$ cat src/rtl/sc_tx_pkg.sv
package sc_tx_pkg;
    // Bit positions inside the status / write-data word
    localparam int FLG_PER  = 0;
    localparam int FLG_TDRE = 1;
    localparam int FLG_TEND = 2;
    localparam int NUM_FLG  = 3;
    // Flags that software clears with the read-then-write-0 rule
    localparam int NUM_CLR  = 2;

    typedef struct packed {
        logic flag;
        logic armed;
    } clr_flag_t;
endpackage

$ cat src/rtl/sc_clr_flag.sv
module sc_clr_flag #(
    parameter logic RST_VAL = 1'b0
) (
    input  logic clk_i,
    input  logic rst_ni,
    input  logic set_i,
    input  logic hw_clr_i,
    input  logic rd_i,
    input  logic wr_i,
    input  logic wr_bit_i,
    output logic flag_o,
    output logic sw_clr_o
);
    import sc_tx_pkg::*;

    clr_flag_t st_d, st_q;
    logic      wr_zero;

    always_comb begin
        st_d     = st_q;
        wr_zero  = wr_i & ~wr_bit_i;
        sw_clr_o = wr_zero & st_q.armed & st_q.flag;
        // set has priority over every clear
        st_d.flag = set_i | (st_q.flag & ~(sw_clr_o | hw_clr_i));
        if (!st_d.flag) begin
            st_d.armed = 1'b0;
        end else if (wr_zero) begin
            st_d.armed = 1'b0;
        end else if (rd_i && st_q.flag) begin
            st_d.armed = 1'b1;
        end
    end

    always_ff @(posedge clk_i or negedge rst_ni) begin
        if (!rst_ni) begin
            st_q <= '{flag: RST_VAL, armed: 1'b0};
        end else begin
            st_q <= st_d;
        end
    end

    assign flag_o = st_q.flag;
endmodule

$ cat src/rtl/sc_etu_timer.sv
module sc_etu_timer #(
    parameter int CNT_W   = 4,
    parameter int DLY_STD = 5,
    parameter int DLY_BLK = 3,
    parameter int DLY_GSM = 2
) (
    input  logic clk_i,
    input  logic rst_ni,
    input  logic en_i,
    input  logic start_i,
    input  logic tick_i,
    input  logic gsm_i,
    input  logic blk_i,
    output logic expire_o
);
    localparam logic [CNT_W-1:0] LAST = CNT_W'(1);

    typedef struct packed {
        logic [CNT_W-1:0] cnt;
        logic             busy;
    } tmr_t;

    tmr_t             st_d, st_q;
    logic [CNT_W-1:0] target;

    always_comb begin
        if (gsm_i) begin
            target = CNT_W'(DLY_GSM);
        end else if (blk_i) begin
            target = CNT_W'(DLY_BLK);
        end else begin
            target = CNT_W'(DLY_STD);
        end
    end

    always_comb begin
        st_d     = st_q;
        expire_o = 1'b0;
        if (!en_i) begin
            st_d.busy = 1'b0;
        end else if (start_i) begin
            st_d.cnt  = target;
            st_d.busy = 1'b1;
        end else if (st_q.busy && tick_i) begin
            if (st_q.cnt == LAST) begin
                st_d.busy = 1'b0;
                expire_o  = 1'b1;
            end else begin
                st_d.cnt = st_q.cnt - CNT_W'(1);
            end
        end
    end

    always_ff @(posedge clk_i or negedge rst_ni) begin
        if (!rst_ni) begin
            st_q <= '{cnt: '0, busy: 1'b0};
        end else begin
            st_q <= st_d;
        end
    end
endmodule

$ cat src/rtl/sc_tx_status.sv
module sc_tx_status #(
    parameter int CNT_W   = 4,
    parameter int DLY_STD = 5,
    parameter int DLY_BLK = 3,
    parameter int DLY_GSM = 2
) (
    input  logic       clk_i,
    input  logic       rst_ni,
    input  logic       tx_en_i,
    input  logic       gsm_mode_i,
    input  logic       blk_mode_i,
    input  logic       char_start_i,
    input  logic       half_etu_tick_i,
    input  logic       rx_parity_err_i,
    input  logic       err_sig_i,
    input  logic       dma_ack_i,
    input  logic       reg_rd_i,
    input  logic       reg_wr_i,
    input  logic [2:0] reg_wdata_i,
    output logic [2:0] status_o
);
    import sc_tx_pkg::*;

    logic [NUM_CLR-1:0] set_v, hwclr_v, flag_v, swclr_v;
    logic               expire;
    logic               tend_d, tend_q;
    logic               tend_set, tend_clr;

    assign set_v[FLG_PER]    = rx_parity_err_i;
    assign hwclr_v[FLG_PER]  = 1'b0;
    assign set_v[FLG_TDRE]   = char_start_i;
    assign hwclr_v[FLG_TDRE] = dma_ack_i;

    for (genvar i = 0; i < NUM_CLR; i++) begin : g_flag
        sc_clr_flag #(
            .RST_VAL (logic'(i == FLG_TDRE))
        ) u_flag (
            .clk_i    (clk_i),
            .rst_ni   (rst_ni),
            .set_i    (set_v[i]),
            .hw_clr_i (hwclr_v[i]),
            .rd_i     (reg_rd_i),
            .wr_i     (reg_wr_i),
            .wr_bit_i (reg_wdata_i[i]),
            .flag_o   (flag_v[i]),
            .sw_clr_o (swclr_v[i])
        );
    end

    sc_etu_timer #(
        .CNT_W   (CNT_W),
        .DLY_STD (DLY_STD),
        .DLY_BLK (DLY_BLK),
        .DLY_GSM (DLY_GSM)
    ) u_timer (
        .clk_i    (clk_i),
        .rst_ni   (rst_ni),
        .en_i     (tx_en_i),
        .start_i  (char_start_i),
        .tick_i   (half_etu_tick_i),
        .gsm_i    (gsm_mode_i),
        .blk_i    (blk_mode_i),
        .expire_o (expire)
    );

    always_comb begin
        tend_set = ~err_sig_i & ((~tx_en_i) | (expire & flag_v[FLG_TDRE]));
        tend_clr = swclr_v[FLG_TDRE] | dma_ack_i;
        tend_d   = tend_set | (tend_q & ~tend_clr);
    end

    always_ff @(posedge clk_i or negedge rst_ni) begin
        if (!rst_ni) begin
            tend_q <= 1'b1;
        end else begin
            tend_q <= tend_d;
        end
    end

    assign status_o = {tend_q, flag_v[FLG_TDRE], flag_v[FLG_PER]};
endmodule

$ cat config.mk
export PLATFORM = sky130hd
export DESIGN_NAME = sc_tx_status
export DESIGN_NICKNAME = d
export VERILOG_FILES = /design/src/rtl/sc_tx_pkg.sv /design/src/rtl/sc_clr_flag.sv /design/src/rtl/sc_etu_timer.sv /design/src/rtl/sc_tx_status.sv
export SDC_FILE = /design/constraint.sdc
export NUM_CORES = 1
export LEC_CHECK = 0
export CAP_MARGIN = 20
export CORE_AREA = 10 10 47 49
export CTS_CLUSTER_DIAMETER = 200
export DETAILED_ROUTE_END_ITERATION = 12
export DIE_AREA = 0 0 57 59
export DONT_BUFFER_PORTS = 1
export PLACE_DENSITY = 0.71
export SLEW_MARGIN = 0
export SYNTH_ARGS = -nofsm -noshare
export SYNTH_HDL_FRONTEND = slang
export SYNTH_SLANG_ARGS = --single-unit
$ cat constraint.sdc
create_clock -name clk_i -period 1.6 [get_ports clk_i]
set_input_delay 0.08 -clock clk_i [delete_from_list [all_inputs] [get_ports clk_i]]
set_output_delay 0.08 -clock clk_i [all_outputs]
set_load 0.05 [all_outputs]
==> results of run 1 <==
-- cell usage in the layout (no fill, tap or decap) --
master         instances
a32o_1                 1
o22ai_1                1
ha_4                   1
dlygate4sd3_1          5
o211ai_1               1
buf_6                  2
mux2_2                 1
buf_4                  5
a211oi_1               1
and4b_2                1
o221ai_2               1
nand2_1                3
and3_1                 1
inv_2                  1
a311oi_2               1
ha_1                   1
a31o_2                 1
a21boi_0               1
nor3_2                 1
nand3_1                3
a21oi_1                4
clkbuf_4               3
inv_1                  4
a31o_1                 1
nor2b_1                2
nor3_1                 2
or3b_4                 1
dfrtp_1                8
clkbuf_1               1
a21o_1                 1
dfstp_2                2
o21a_1                 2
nand4b_1               2
o21ai_0                4
nor3b_1                1
-- metrics by stage --
stage	hold slack (ps)	cell area (um^2)	worst slack (ps)	cells	util, %
floorplan	-216	621	12.8	62	-
global placement	-215	632	35.6	77	45.1
detailed placement	-215	632	27.6	77	45.1
CTS	4.54	711	4.54	86	50.7
global route	21.6	738	-15.8	87	52.7
finish	-1.43	738	40.6	87	52.7
-- cell type report --
class / instances / area share [%]
clock buffer: 4 / 3.56
inverter: 5 / 2.54
multi-input combinational: 40 / 42.0
sequential: 10 / 34.2
tap: 16 / 2.71
timing repair buffer: 12 / 14.9
-- power by group --
group	leakage, uW	switching, uW	internal, uW	total (uW)
Combinational	0.000174	76.9	89.6	166
Clock	0.0000150	87.9	96.3	184
Sequential	0.000116	41.7	283	325
Total	0.000305	206	469	676
-- worst max path at each step --
stage	from	endpoint	depth (start not counted)
after CTS	u_timer.st_q[2]	u_timer.st_q[3]	6
after global placement	u_timer.st_q[2]	u_timer.st_q[3]	6
final	u_timer.st_q[2]	u_timer.st_q[0]	6
after detailed placement	u_timer.st_q[2]	u_timer.st_q[3]	6
after floorplan	u_timer.st_q[2]	u_timer.st_q[4]	6
after global routing	u_timer.st_q[2]	u_timer.st_q[0]	6
-- layer usage --
metal | wire length [um] | global-route usage [%] | up-vias
met4 | 30 | 7.05 | 0
met1 | 641 | 10.4 | 232
met3 | 75 | 2.36 | 4
met2 | 700 | 13.8 | 12
li1 | - | - | 241
met5 | 0 | 0 | -
-- cells by family (layout without fill, tap and decap cells) --
group,Yosys count,in the layout,synth area share [%]
simple gates,17,17,17.7
compound gates,20,20,24.0
buf+inv,12,21,11.7
flops,10,10,40.7
fa+ha+maj,2,2,4.03
mux,1,1,1.81
-- cells in the mapped netlist, drive strengths merged (2+ instances only) --
cell type	count	share of area, %
o21ai	4	3.2
a21oi	4	3.2
o21a	2	2.4
nand2	3	1.8
inv	5	3.0
dfrtp	8	32
ha	2	4.0
nand4b	2	2.8
dfstp	2	8.5
buf	6	7.5
nor3	3	3.2
nor2b	2	2.0
a31o	2	2.8
nand3	3	2.4
-- repair_timing --
| item | in CTS | in global routing |
|---|---|---|
| gates cloned | 0 | 0 |
| hold endpoints to repair | 17 | 0 |
| setup endpoints to repair | 1 | 6 |
| resized for setup | 1 | 5 |
| buffers inserted | 0 | 1 |
| pin swaps | 0 | 1 |
| hold buffers | 5 | 0 |
-- state kept, by name, indices dropped and copies added, names as in the netlist --
name                  count
u_timer.st_q              5
g_flag.u_flag.flag_o      2
g_flag.u_flag.st_q        2
tend_q                    1
-- worst max-delay path: cells and delay by family, from the launching register on --
family | cells | cell delay [ps]
compound gates | 2 | 310
fa+ha+maj | 1 | 120
buf+inv | 2 | 220
flops | 1 | 400
simple gates | 1 | 390
==> flow_summary.yaml, run 1 <==
run_status:
  status: "finished, violations left"
  violations: "negative hold slack"
worst_hold_path:
  min_delay_path_depth: 2
  whs_endpoint: "g_flag[0].u_flag.st_q[0]"
  hp-start: "reg_wdata_i[0]"
  min_path_type: "in -> reg"
sta:
  period_needed_ps: 1560
  clock_skew_ps: 10.2
  rsz0062_at_grt: "yes"
  tightest_slew_ps: 502
  whs_ps: -1.43
  setup_viol: 0
  slew_headroom_pct: 66.5
  fmax_ghz: 0.641
  hold_violations: 1
  post-route-period-util_pct: 97.5
  slew_viol_final: 0
  tns_ps: 0
critical_path:
  cp_max_fo: 4
  worstReg2RegEnd: "u_timer.st_q[0]"
  cp_cell_sequence: "inv_2 -> ha_4 -> or3b_4 -> buf_6 -> o21a_1 -> o21a_1"
  crit_path_max_incr_delay_ps: 400
  critPathRequiredTime_ps: 1750
  crit_top_cell: "o21a_1"
  cp-end-kind: "flip-flop"
  reg2reg_from: "u_timer.st_q[2]"
  arrival_ps: 1710
  crit_type: "reg -> reg"
  timing.reg2reg.setup_slack_ps: 40
  crit_slowest_cell: "dfrtp_1"
  reg2regPathDepth: 6
  worstSetupStartpointType: "flip-flop"
grt:
  grt_max_degree: 13
  antenna_found_initial: 0
  grt_pass1_vias: 510
  gr-total-overflow: 0
  track_usage_pct: 9.02
  grt_pass1_wl_um: 2350
clock_tree:
  cts_inserted_buffers: 3
  cts-htree-levels: 1
  clock_sinks: 10
  root_buffer: "clkbuf_4"
  insertion_delay_ps: 270
  clockBufferDepth: 2
  clk_pin_slew_ps: 70
  cts_tree: "yes"
layout:
  n_antenna_cell: 0
  nFillCells: 136
  multi_input_area_um2: 310
  area_growth_pct: 19.0
  seq_area_um2: 253
  drive_gt1_share_pct: 29.6
  nNetsFinal: 89
synth:
  synthFlopType: "dfrtp_1"
  syn_area_per_cell_um2: 10.0
  synth_seq_area_share_pct: 40.7
  netlist_area_um2: 621
  netlist_instances: 62
  synth_edf_count: 0
  synth_fp_nets: 79
  synth.distinct_cells: 32
  yosysWarnings: 0
  ys_async_sr_fraction_pct: 100
  ys_ff_latch: 10
floorplan:
  io_pins: 18
  die_h_um: 59
  fp-row-count: 14
  die_w_um: 57
  start_util_pct: 44.3
  dieArea_um2: 3360
  core_um2: 1400
detailed_routing:
  drtIter0Drc: 3
  wl_um: 1450
  ant_nets: 0
  drtPass1Iterations: 4
  num_vias: 489
  viasPerCell: 5.62
  wl_per_cell_um: 16.7
  drc: 0
pwr:
  power_density_nw_per_um2: 915
  leakage_uw: 0.000305
  vdd_drop_max_v: 0.000507
  finalPower_uw: 676
run:
  cap_violations: 0
placed_design:
  place_congestion: 0.744
  numPortBuffers: 0
  dp_hpwl_um: 997
No activity file was read; power rests on OpenSTA's default activity.
==> run 2, diff against run 1 <==
--- a/config.mk
+++ b/config.mk
@@ -6,12 +6,12 @@
 export NUM_CORES = 1
 export LEC_CHECK = 0
 export CAP_MARGIN = 20
-export CORE_AREA = 10 10 47 49
+export CORE_MARGIN = 2
+export CORE_UTILIZATION = 46
 export CTS_CLUSTER_DIAMETER = 200
 export DETAILED_ROUTE_END_ITERATION = 12
-export DIE_AREA = 0 0 57 59
 export DONT_BUFFER_PORTS = 1
-export PLACE_DENSITY = 0.71
+export PLACE_DENSITY = 0.7
 export SLEW_MARGIN = 0
 export SYNTH_ARGS = -nofsm -noshare
 export SYNTH_HDL_FRONTEND = slang
==> run 2 against run 1 <==
  * The run now ends clean
  * Via count grew 3.1%
  * Utilization grew 6.1 points
  * Register-to-register slack is essentially flat
  * Maximum frequency shrank 0.33%
  * Count of clock-buffer cells in the layout is the same
  * Sequential power is essentially flat
  * Sequential cell count is the same
  * Critical path type unchanged
  * Largest power group unchanged
  * Highest routed layer unchanged
==> flow_summary.yaml, run 2 (synthesized netlist as in run 1, its figures left out) <==
clock_tree:
  cts-htree-levels: 1
  clk_pin_slew_ps: 70
  clock_sinks: 10
  clockBufferDepth: 2
  cts_tree: "yes"
  insertion_delay_ps: 270
  root_buffer: "clkbuf_4"
  cts_inserted_buffers: 3
sta:
  fmax_ghz: 0.639
  hold_violations: 0
  clock_skew_ps: 3.00
  slew_viol_final: 0
  post-route-period-util_pct: 97.8
  setup_slack_ps: 35.4
  slew_headroom_pct: 66.9
  period_needed_ps: 1560
  setup_viol: 0
  tns_ps: 0
  tightest_slew_ps: 497
layout:
  area_growth_pct: 21.8
  final_util_pct: 58.8
  nFillCells: 106
  top_register: "u_timer.st_q"
  final_cell_mix: "dfrtp_1, dlygate4sd3_1, buf_4"
  mostFrequentLayoutCell: "dfrtp_1"
  n_antenna_cell: 0
  instances_no_fill: 87
  drive_gt1_share_pct: 33.3
  largest_register_ffs: 5
  nNetsFinal: 90
floorplan:
  core_um2: 1280
  die_w_um: 40.7
  die_h_um: 40.7
  start_util_pct: 48.3
  fp-row-count: 13
  dieArea_um2: 1660
  io_pins: 18
worst_hold_path:
  min_delay_path_depth: 2
  min_path_type: "in -> reg"
pwr:
  vdd_drop_max_v: 0.000492
  p_int_uw: 512
  p_switching_uw: 208
  leakage_uw: 0.000315
  combPwrFrac_pct: 23.0
  clkPwrFrac_pct: 32.3
  power_density_nw_per_um2: 953
  pwr-share-seq_pct: 44.8
  p_sw_share_pct: 28.9
  finalPower_uw: 720
placed_design:
  pre_cts_slack_ps: 9.31
  numPortBuffers: 0
  placed_cells: 76
  dp_hpwl_um: 831
  place_congestion: 0.729
detailed_routing:
  drc: 0
  wl_per_cell_um: 14.2
  drtIter0Drc: 15
  ant_nets: 0
  drtPass1Iterations: 4
  wl_um: 1240
  num_vias: 504
  viasPerCell: 5.79
critical_path:
  arrival_ps: 1750
  timing.reg2reg.setup_slack_ps: 40
  cp_max_fo: 5
  worstSetupStartpointType: "flip-flop"
  cp-end-kind: "flip-flop"
  setup.worst_path.end: "u_timer.st_q[2]"
  worstSetupStartpoint: "u_timer.st_q[2]"
  critPathRequiredTime_ps: 1780
  worstReg2RegEnd: "u_timer.st_q[2]"
  crit_type: "reg -> reg"
  reg2reg_from: "u_timer.st_q[2]"
  reg2regPathDepth: 6
grt:
  gr-total-overflow: 0
  grt_pass1_vias: 446
  antenna_found_initial: 0
  use_met3_pct: 4.89
  met2_usage_pct: 27.0
  track_usage_pct: 16.3
  grt_max_degree: 13
  grt_pass1_wl_um: 1730
  busiest_layer: "met2"
  grtUsageMet1_pct: 19.1
run:
  cap_violations: 0
run_status:
  status: "complete, no violations"
run 2: cell count changes in the layout (fill, tap and decap cells not counted), sizes merged:
cell	before	now
dlygate4sd3	5	6
run 2: worst min path at each step:
stage                      start                      end  slack (ps)
finish              char_start_i          u_timer.st_q[3]          10
global route        char_start_i          u_timer.st_q[3]           4
CTS                 char_start_i          u_timer.st_q[3]          10
detailed placement        rst_ni          u_timer.st_q[3]        -220
global placement          rst_ni          u_timer.st_q[3]        -220
floorplan                 rst_ni  g_flag[0].u_flag.flag_o        -220
run 2: routing by layer:
metal / vias up / wire (um)
met3: 4 / 50
met4: 0 / 17
li1: 244 / -
met2: 14 / 617
met1: 242 / 553
met5: - / 0
run 2: worst max-delay path, stage by stage, from the launching register on:
cell and delay [ps]:
dfrtp_1 390, inv_2 70, ha_2 150, or3b_4 390, buf_6 140, a31o_1 200
o221ai_2 130
run 2: power groups by stage:
| stage | Combinational, uW | Sequential (uW) | Clock [uW] |
|---|---|---|---|
| after floorplan | 121 | 307 | 0 |
| after global placement | 125 | 323 | 0 |
| after detailed placement | 129 | 325 | 0 |
| after CTS | 150 | 321 | 238 |
| after global routing | 183 | 325 | 253 |
| final | 166 | 323 | 232 |
run 2: final cells by class:
| cell class | instances | area [um^2] | share of cell area, % |
|---|---|---|---|
| Multi-Input combinational cell | 40 | 309 | 40.9 |
| Sequential cell | 10 | 253 | 33.4 |
| Timing Repair Buffer | 13 | 120 | 15.9 |
| Clock buffer | 4 | 36.3 | 4.80 |
| Inverter | 5 | 18.8 | 2.48 |
| Tap cell | 15 | 18.8 | 2.48 |
run 2: stage by stage:
step                hold WS, ps  area (um^2)
floorplan                  -216          621
global placement           -215          631
detailed placement         -215          631
CTS                        10.8          729
global route               4.07          756
finish                     12.0          756
run 2: timing repair:
action,in CTS,in global routing
setup endpoints to repair,1,4
gates resized for setup,1,6
pin swaps,0,1
hold endpoints to repair,17,0
setup buffers,0,1
hold buffers,6,0
